### config.mk
export PLATFORM = sky130hd
export DESIGN_NAME = alu_copro
export DESIGN_NICKNAME = d
export VERILOG_FILES = /design/src/rtl/alu_copro_pkg.sv /design/src/rtl/alu_copro_decode.sv /design/src/rtl/alu_copro_regs.sv /design/src/rtl/alu_copro_core.sv /design/src/rtl/alu_copro_readback.sv /design/src/rtl/alu_copro.sv
export SDC_FILE = /design/constraint.sdc
export NUM_CORES = 1
export LEC_CHECK = 0
export CORE_UTILIZATION = 35
export DETAILED_ROUTE_END_ITERATION = 7
export GPL_TIMING_DRIVEN = 0
export PLACE_DENSITY = 0.6
export SLEW_MARGIN = 20
export SYNTH_ARGS = -nofsm -noshare
export SYNTH_HDL_FRONTEND = slang
export SYNTH_SLANG_ARGS = --single-unit
### constraint.sdc
create_clock -name clk -period 2.1 [get_ports clk]
set_input_delay 0.21 -clock clk [delete_from_list [all_inputs] [get_ports clk]]
set_output_delay 0.21 -clock clk [all_outputs]
set_load 0.01 [all_outputs]
### src/rtl/alu_copro_pkg.sv
package alu_copro_pkg;
  // Command word as it sits on the upper bus lines, MSB first
  typedef struct packed {
    logic       logic_mode;
    logic [3:0] fsel;
    logic       cin;
  } alu_cmd_t;

  localparam int CMD_W = $bits(alu_cmd_t);
endpackage

### src/rtl/alu_copro_decode.sv
module alu_copro_decode #(
  parameter int SEL_W   = 4,
  parameter int SEL_OPA = 1,
  parameter int SEL_OPB = 2,
  parameter int SEL_CMD = 3,
  parameter int SEL_RES = 4
) (
  input  logic             stb,
  input  logic             rw,
  input  logic [SEL_W-1:0] sel,
  output logic             wr_a,
  output logic             wr_b,
  output logic             wr_cmd,
  output logic             rd_res
);
  logic wr_cyc;
  logic rd_cyc;

  always_comb begin
    wr_cyc = stb & rw;
    rd_cyc = stb & ~rw;
    wr_a   = wr_cyc && (sel == SEL_W'(SEL_OPA));
    wr_b   = wr_cyc && (sel == SEL_W'(SEL_OPB));
    wr_cmd = wr_cyc && (sel == SEL_W'(SEL_CMD));
    rd_res = rd_cyc && (sel == SEL_W'(SEL_RES));
  end
endmodule

### src/rtl/alu_copro_regs.sv
module alu_copro_regs
  import alu_copro_pkg::*;
#(
  parameter int DATA_W = 8,
  parameter int BUS_W  = 10
) (
  input  logic              clk,
  input  logic              rst,
  input  logic              wr_a,
  input  logic              wr_b,
  input  logic              wr_cmd,
  input  logic [BUS_W-1:0]  wdata,
  output logic [DATA_W-1:0] opa,
  output logic [DATA_W-1:0] opb,
  output alu_cmd_t          cmd,
  output logic              exec
);
  localparam int CMD_LSB = BUS_W - CMD_W;

  always_ff @(posedge clk) begin
    if (rst) begin
      opa  <= '0;
      opb  <= '0;
      cmd  <= '0;
      exec <= 1'b0;
    end else begin
      if (wr_a) opa <= wdata[DATA_W-1:0];
      if (wr_b) opb <= wdata[DATA_W-1:0];
      if (wr_cmd) cmd <= alu_cmd_t'(wdata[BUS_W-1:CMD_LSB]);
      exec <= wr_cmd;
    end
  end
endmodule

### src/rtl/alu_copro_core.sv
module alu_copro_core
  import alu_copro_pkg::*;
#(
  parameter int DATA_W = 8
) (
  input  logic [DATA_W-1:0] a,
  input  logic [DATA_W-1:0] b,
  input  alu_cmd_t          cmd,
  output logic [DATA_W-1:0] f,
  output logic              cout
);
  logic [DATA_W-1:0] p_term;
  logic [DATA_W-1:0] q_term;
  logic [DATA_W:0]   sum;

  // Per-bit operand shaping shared by both modes
  for (genvar i = 0; i < DATA_W; i++) begin : g_bit
    assign p_term[i] = a[i] | (cmd.fsel[0] & b[i]) | (cmd.fsel[1] & ~b[i]);
    assign q_term[i] = (cmd.fsel[2] & a[i] & ~b[i]) | (cmd.fsel[3] & a[i] & b[i]);
  end

  always_comb begin
    sum = {1'b0, p_term} + {1'b0, q_term} + {{DATA_W{1'b0}}, cmd.cin};
    if (cmd.logic_mode) begin
      f    = ~p_term ^ q_term;
      cout = 1'b0;
    end else begin
      f    = sum[DATA_W-1:0];
      cout = sum[DATA_W];
    end
  end
endmodule

### src/rtl/alu_copro_readback.sv
module alu_copro_readback #(
  parameter int DATA_W = 8
) (
  input  logic              clk,
  input  logic              rst,
  input  logic              exec,
  input  logic              wr_cmd,
  input  logic              rd_res,
  input  logic [DATA_W-1:0] f,
  input  logic              cout,
  output logic [DATA_W-1:0] rd_data,
  output logic              rd_oe,
  output logic              carry_flag
);
  logic [DATA_W-1:0] result_q;

  always_ff @(posedge clk) begin
    if (rst) begin
      result_q   <= '0;
      carry_flag <= 1'b0;
      rd_data    <= '0;
      rd_oe      <= 1'b0;
    end else begin
      if (exec) result_q <= f;
      if (wr_cmd)    carry_flag <= 1'b0;
      else if (exec) carry_flag <= cout;
      rd_oe   <= rd_res;
      rd_data <= rd_res ? result_q : '0;
    end
  end
endmodule

### src/rtl/alu_copro.sv
module alu_copro
  import alu_copro_pkg::*;
#(
  parameter int DATA_W  = 8,
  parameter int BUS_W   = 10,
  parameter int SEL_W   = 4,
  parameter int SEL_OPA = 1,
  parameter int SEL_OPB = 2,
  parameter int SEL_CMD = 3,
  parameter int SEL_RES = 4
) (
  input  logic              clk,
  input  logic              rst,
  input  logic              bus_stb,
  input  logic              bus_rw,
  input  logic [SEL_W-1:0]  bus_sel,
  input  logic [BUS_W-1:0]  bus_wdata,
  output logic [DATA_W-1:0] rd_data,
  output logic              rd_oe,
  output logic              carry_flag
);
  logic              wr_a, wr_b, wr_cmd, rd_res;
  logic [DATA_W-1:0] opa, opb, alu_f;
  logic              alu_cout;
  logic              exec_q;
  alu_cmd_t          cmd_q;

  alu_copro_decode #(
    .SEL_W(SEL_W), .SEL_OPA(SEL_OPA), .SEL_OPB(SEL_OPB),
    .SEL_CMD(SEL_CMD), .SEL_RES(SEL_RES)
  ) u_dec (
    .stb(bus_stb), .rw(bus_rw), .sel(bus_sel),
    .wr_a(wr_a), .wr_b(wr_b), .wr_cmd(wr_cmd), .rd_res(rd_res)
  );

  alu_copro_regs #(.DATA_W(DATA_W), .BUS_W(BUS_W)) u_regs (
    .clk(clk), .rst(rst), .wr_a(wr_a), .wr_b(wr_b), .wr_cmd(wr_cmd),
    .wdata(bus_wdata), .opa(opa), .opb(opb), .cmd(cmd_q), .exec(exec_q)
  );

  alu_copro_core #(.DATA_W(DATA_W)) u_core (
    .a(opa), .b(opb), .cmd(cmd_q), .f(alu_f), .cout(alu_cout)
  );

  alu_copro_readback #(.DATA_W(DATA_W)) u_rb (
    .clk(clk), .rst(rst), .exec(exec_q), .wr_cmd(wr_cmd), .rd_res(rd_res),
    .f(alu_f), .cout(alu_cout), .rd_data(rd_data), .rd_oe(rd_oe),
    .carry_flag(carry_flag)
  );
endmodule

==> metrics <==
status finished clean; most common cell in the netlist dfxtp_1; synth warn 0; CP endpoint kind flop; asr flop ratio synth 0%; CP Max Fanout 6; P_leak 1.14 nW; largest net degree at the start of global routing 12; final setup fails 0; DRC viols 0; Cell variety after synth 33; initial core utilization 37.0%; Worst setup SP type flop; CTS clk-pin slew, worst paths 80 ps; # rows 27; core area 5640 um2; Critical path buffers and inverters 2; Final min period 2080 ps; Net Count, Synth 248; DP Worst Slack -327 ps; Hold Path Class flop to flop; clk root buf clkbuf_8; Hold Vio Cnt, Final 0; Post-synth top cells dfxtp_1, mux2i_1, nor2_1, nor2b_1, clkbuf_1; Num CTS Buffers 5; WS Path Type flop to flop; Hold Path Stages 1; Post-Layout Cell Count 326; global route total overflow 0; antenna viol nets, final 0; Max Root-Sink Buffers 2; post-route setup slack 20.5 ps; WL final 4320 um; Power Dens Cells 517 nW/um2; Tcrit/Tclk final 99.0%; H-tree depth reported by CTS 2; Critical-path top delay cell dfxtp_4; number of buffers inserted by hold repair at cts 0; initial antenna violation count 0; Max-slew headroom 60.7%; R2R depth 10; layout cells sized above 1 17.7%; setup repair after global routing missed its margin yes; dpl cells 319; RePlAce Congestion 0.789; EDFF count, synth 0; Slew Limit Fails 0; GRT Total Usage 15.2%; critical-path cell list nor2b_4, a211o_1, inv_2, fa_2, inv_2, fa_2, a21oi_4, o21ai_2, xnor2_1, o22ai_1; Worst path max stage delay 370 ps; biggest area consumer among synthesized cells dfxtp_1; top post-synthesis cells by area dfxtp_1, mux2i_1, nor2_1; Max-Cap Viols 0; fill cell count 536; first-pass GRT wire length 7310 um; Mapped Cells 220; Slew @ Worst Pin 589 ps; post-DP HPWL 3020 um; routed vias 1,603; post-synth top area share 39.3%; nets 282; worst endpoint required time 2260 ps; post-synthesis area per instance 9.50 um2; DR iter-0 viols 63; Area Growth Syn to Fin 29.0%; Worst-Skew Late Latency 290 ps; Max Clock Skew 5.04 ps; CTS tree built; clock sinks 41; Highest Clock Rate 0.481 GHz; Synth Register Bits 41; CP top delay family compound AO/OA/AOI/OAI gates; Syn Std Cell Area 2090 um2; VDD IR max 0.000256 V; via-per-instance ratio 4.92; vias in the first global route 1,518; Die Ht 79.3 um; Die Footprint 6280 um2; Routed WL per cell 13.3 um; Fin Hold WS 457 ps; WP depth 10; Synth Flop Type dfxtp_1; io pins 28; FF+latch area 835 um2; Seq/Total Area, Yosys 39.3%; WP data arrival 2240 ps; IO buf count 27; DRT Pass-1 Iters 4; Antenna Cells 0; Multi-input gate area 1320 um2; chip width 79.3 um; total chip power 1.39 mW
[stage by stage]
stage / setup TNS, ps / area, um2 / util, %
6_report: 0 / 2700 / 47.8
5_1_grt: -334 / 2700 / 47.8
4_1_cts: -78.8 / 2600 / 46.1
3_5_place_dp: -2750 / 2450 / 43.5
3_3_place_gp: -2580 / 2450 / 43.5
2_1_floorplan: 0 / 2090 / -
[path summary, 6_finish.rpt]
path / slack (ps) / startpoint / endpoint
setup / recovery: 20 / u_regs.cmd[2] / u_rb.result_q[4]
hold / removal: 460 / u_rb.result_q[3] / u_rb.rd_data[3]
setup reg to reg: 20 / u_regs.cmd[2] / u_rb.result_q[4]
hold reg to reg: 460 / u_rb.result_q[3] / u_rb.rd_data[3]
[flip-flops by register name, summed over array words and instances, names as in the netlist]
name and cells:
u_rb.carry_flag 1, u_rb.rd_data 8, u_rb.rd_oe 1, u_rb.result_q 8, u_regs.cmd 6, u_regs.exec 1
u_regs.opa 8, u_regs.opb 8
[cell type report]
class / instances / area share [%]
buffer: 9 / 1.39
multi-input combinational: 158 / 49.1
sequential: 41 / 31.0
tap: 72 / 3.34
clock buffer: 7 / 3.20
timing repair buffer: 30 / 10.8
inverter: 9 / 1.25
[what timing repair did]
item                                    CTS  global route
endpoints found under the hold margin     0             0
resized for setup                        18            25
setup buffers                             1             2
pin swaps                                 2            12
endpoints found under the setup margin    8            12
[cell usage in the layout, fill, tap and decap left out, types with 2 or more instances in the layout]
cell / Yosys / final
a211o_1: 8 / 8
a211oi_1: 3 / 3
a21oi_4: 0 / 2
and2_1: 8 / 8
buf_2: 2 / 3
buf_4: 0 / 2
clkbuf_1: 10 / 7
clkbuf_8: 0 / 6
clkdlybuf4s50_1: 0 / 27
dfxtp_1: 41 / 36
dfxtp_2: 0 / 2
dfxtp_4: 0 / 3
fa_2: 0 / 2
ha_1: 8 / 3
ha_4: 0 / 5
inv_1: 9 / 7
inv_2: 0 / 2
mux2i_1: 33 / 33
nand2_1: 6 / 4
nand2_2: 0 / 2
nand2b_1: 3 / 3
nand3_2: 1 / 2
nand3b_1: 5 / 5
nor2_1: 31 / 30
nor2b_1: 16 / 12
nor2b_2: 0 / 3
nor3b_1: 4 / 4
o21ai_0: 5 / 2
o21ai_1: 0 / 2
o22ai_1: 3 / 3
o311ai_1: 0 / 2
or4_1: 2 / 2
xnor2_1: 3 / 3
[report_power, final]
part           switching, mW  leakage [nW]  internal (mW)
combinational         0.0385         0.759         0.0484
clock                  0.266        0.0443          0.261
sequential           0.00396         0.334          0.777
[layer usage]
layer	global-route usage, %	wire length [um]	vias to the layer above
met4	6.55	78	0
met2	24.4	1960	32
met3	3.22	140	8
met1	19.5	2150	731
li1	-	-	832
met5	0	0	-
[cells by family after synthesis]
family / Yosys count / share of synthesized area, %
simple gates: 81 / 22.2
flops: 41 / 39.3
mux: 34 / 16.3
compound gates: 30 / 10.3
buf+inv: 21 / 3.89
fa+ha+maj: 10 / 6.71
xor+xnor: 3 / 1.26
No activity file was read; power rests on OpenSTA's default activity.
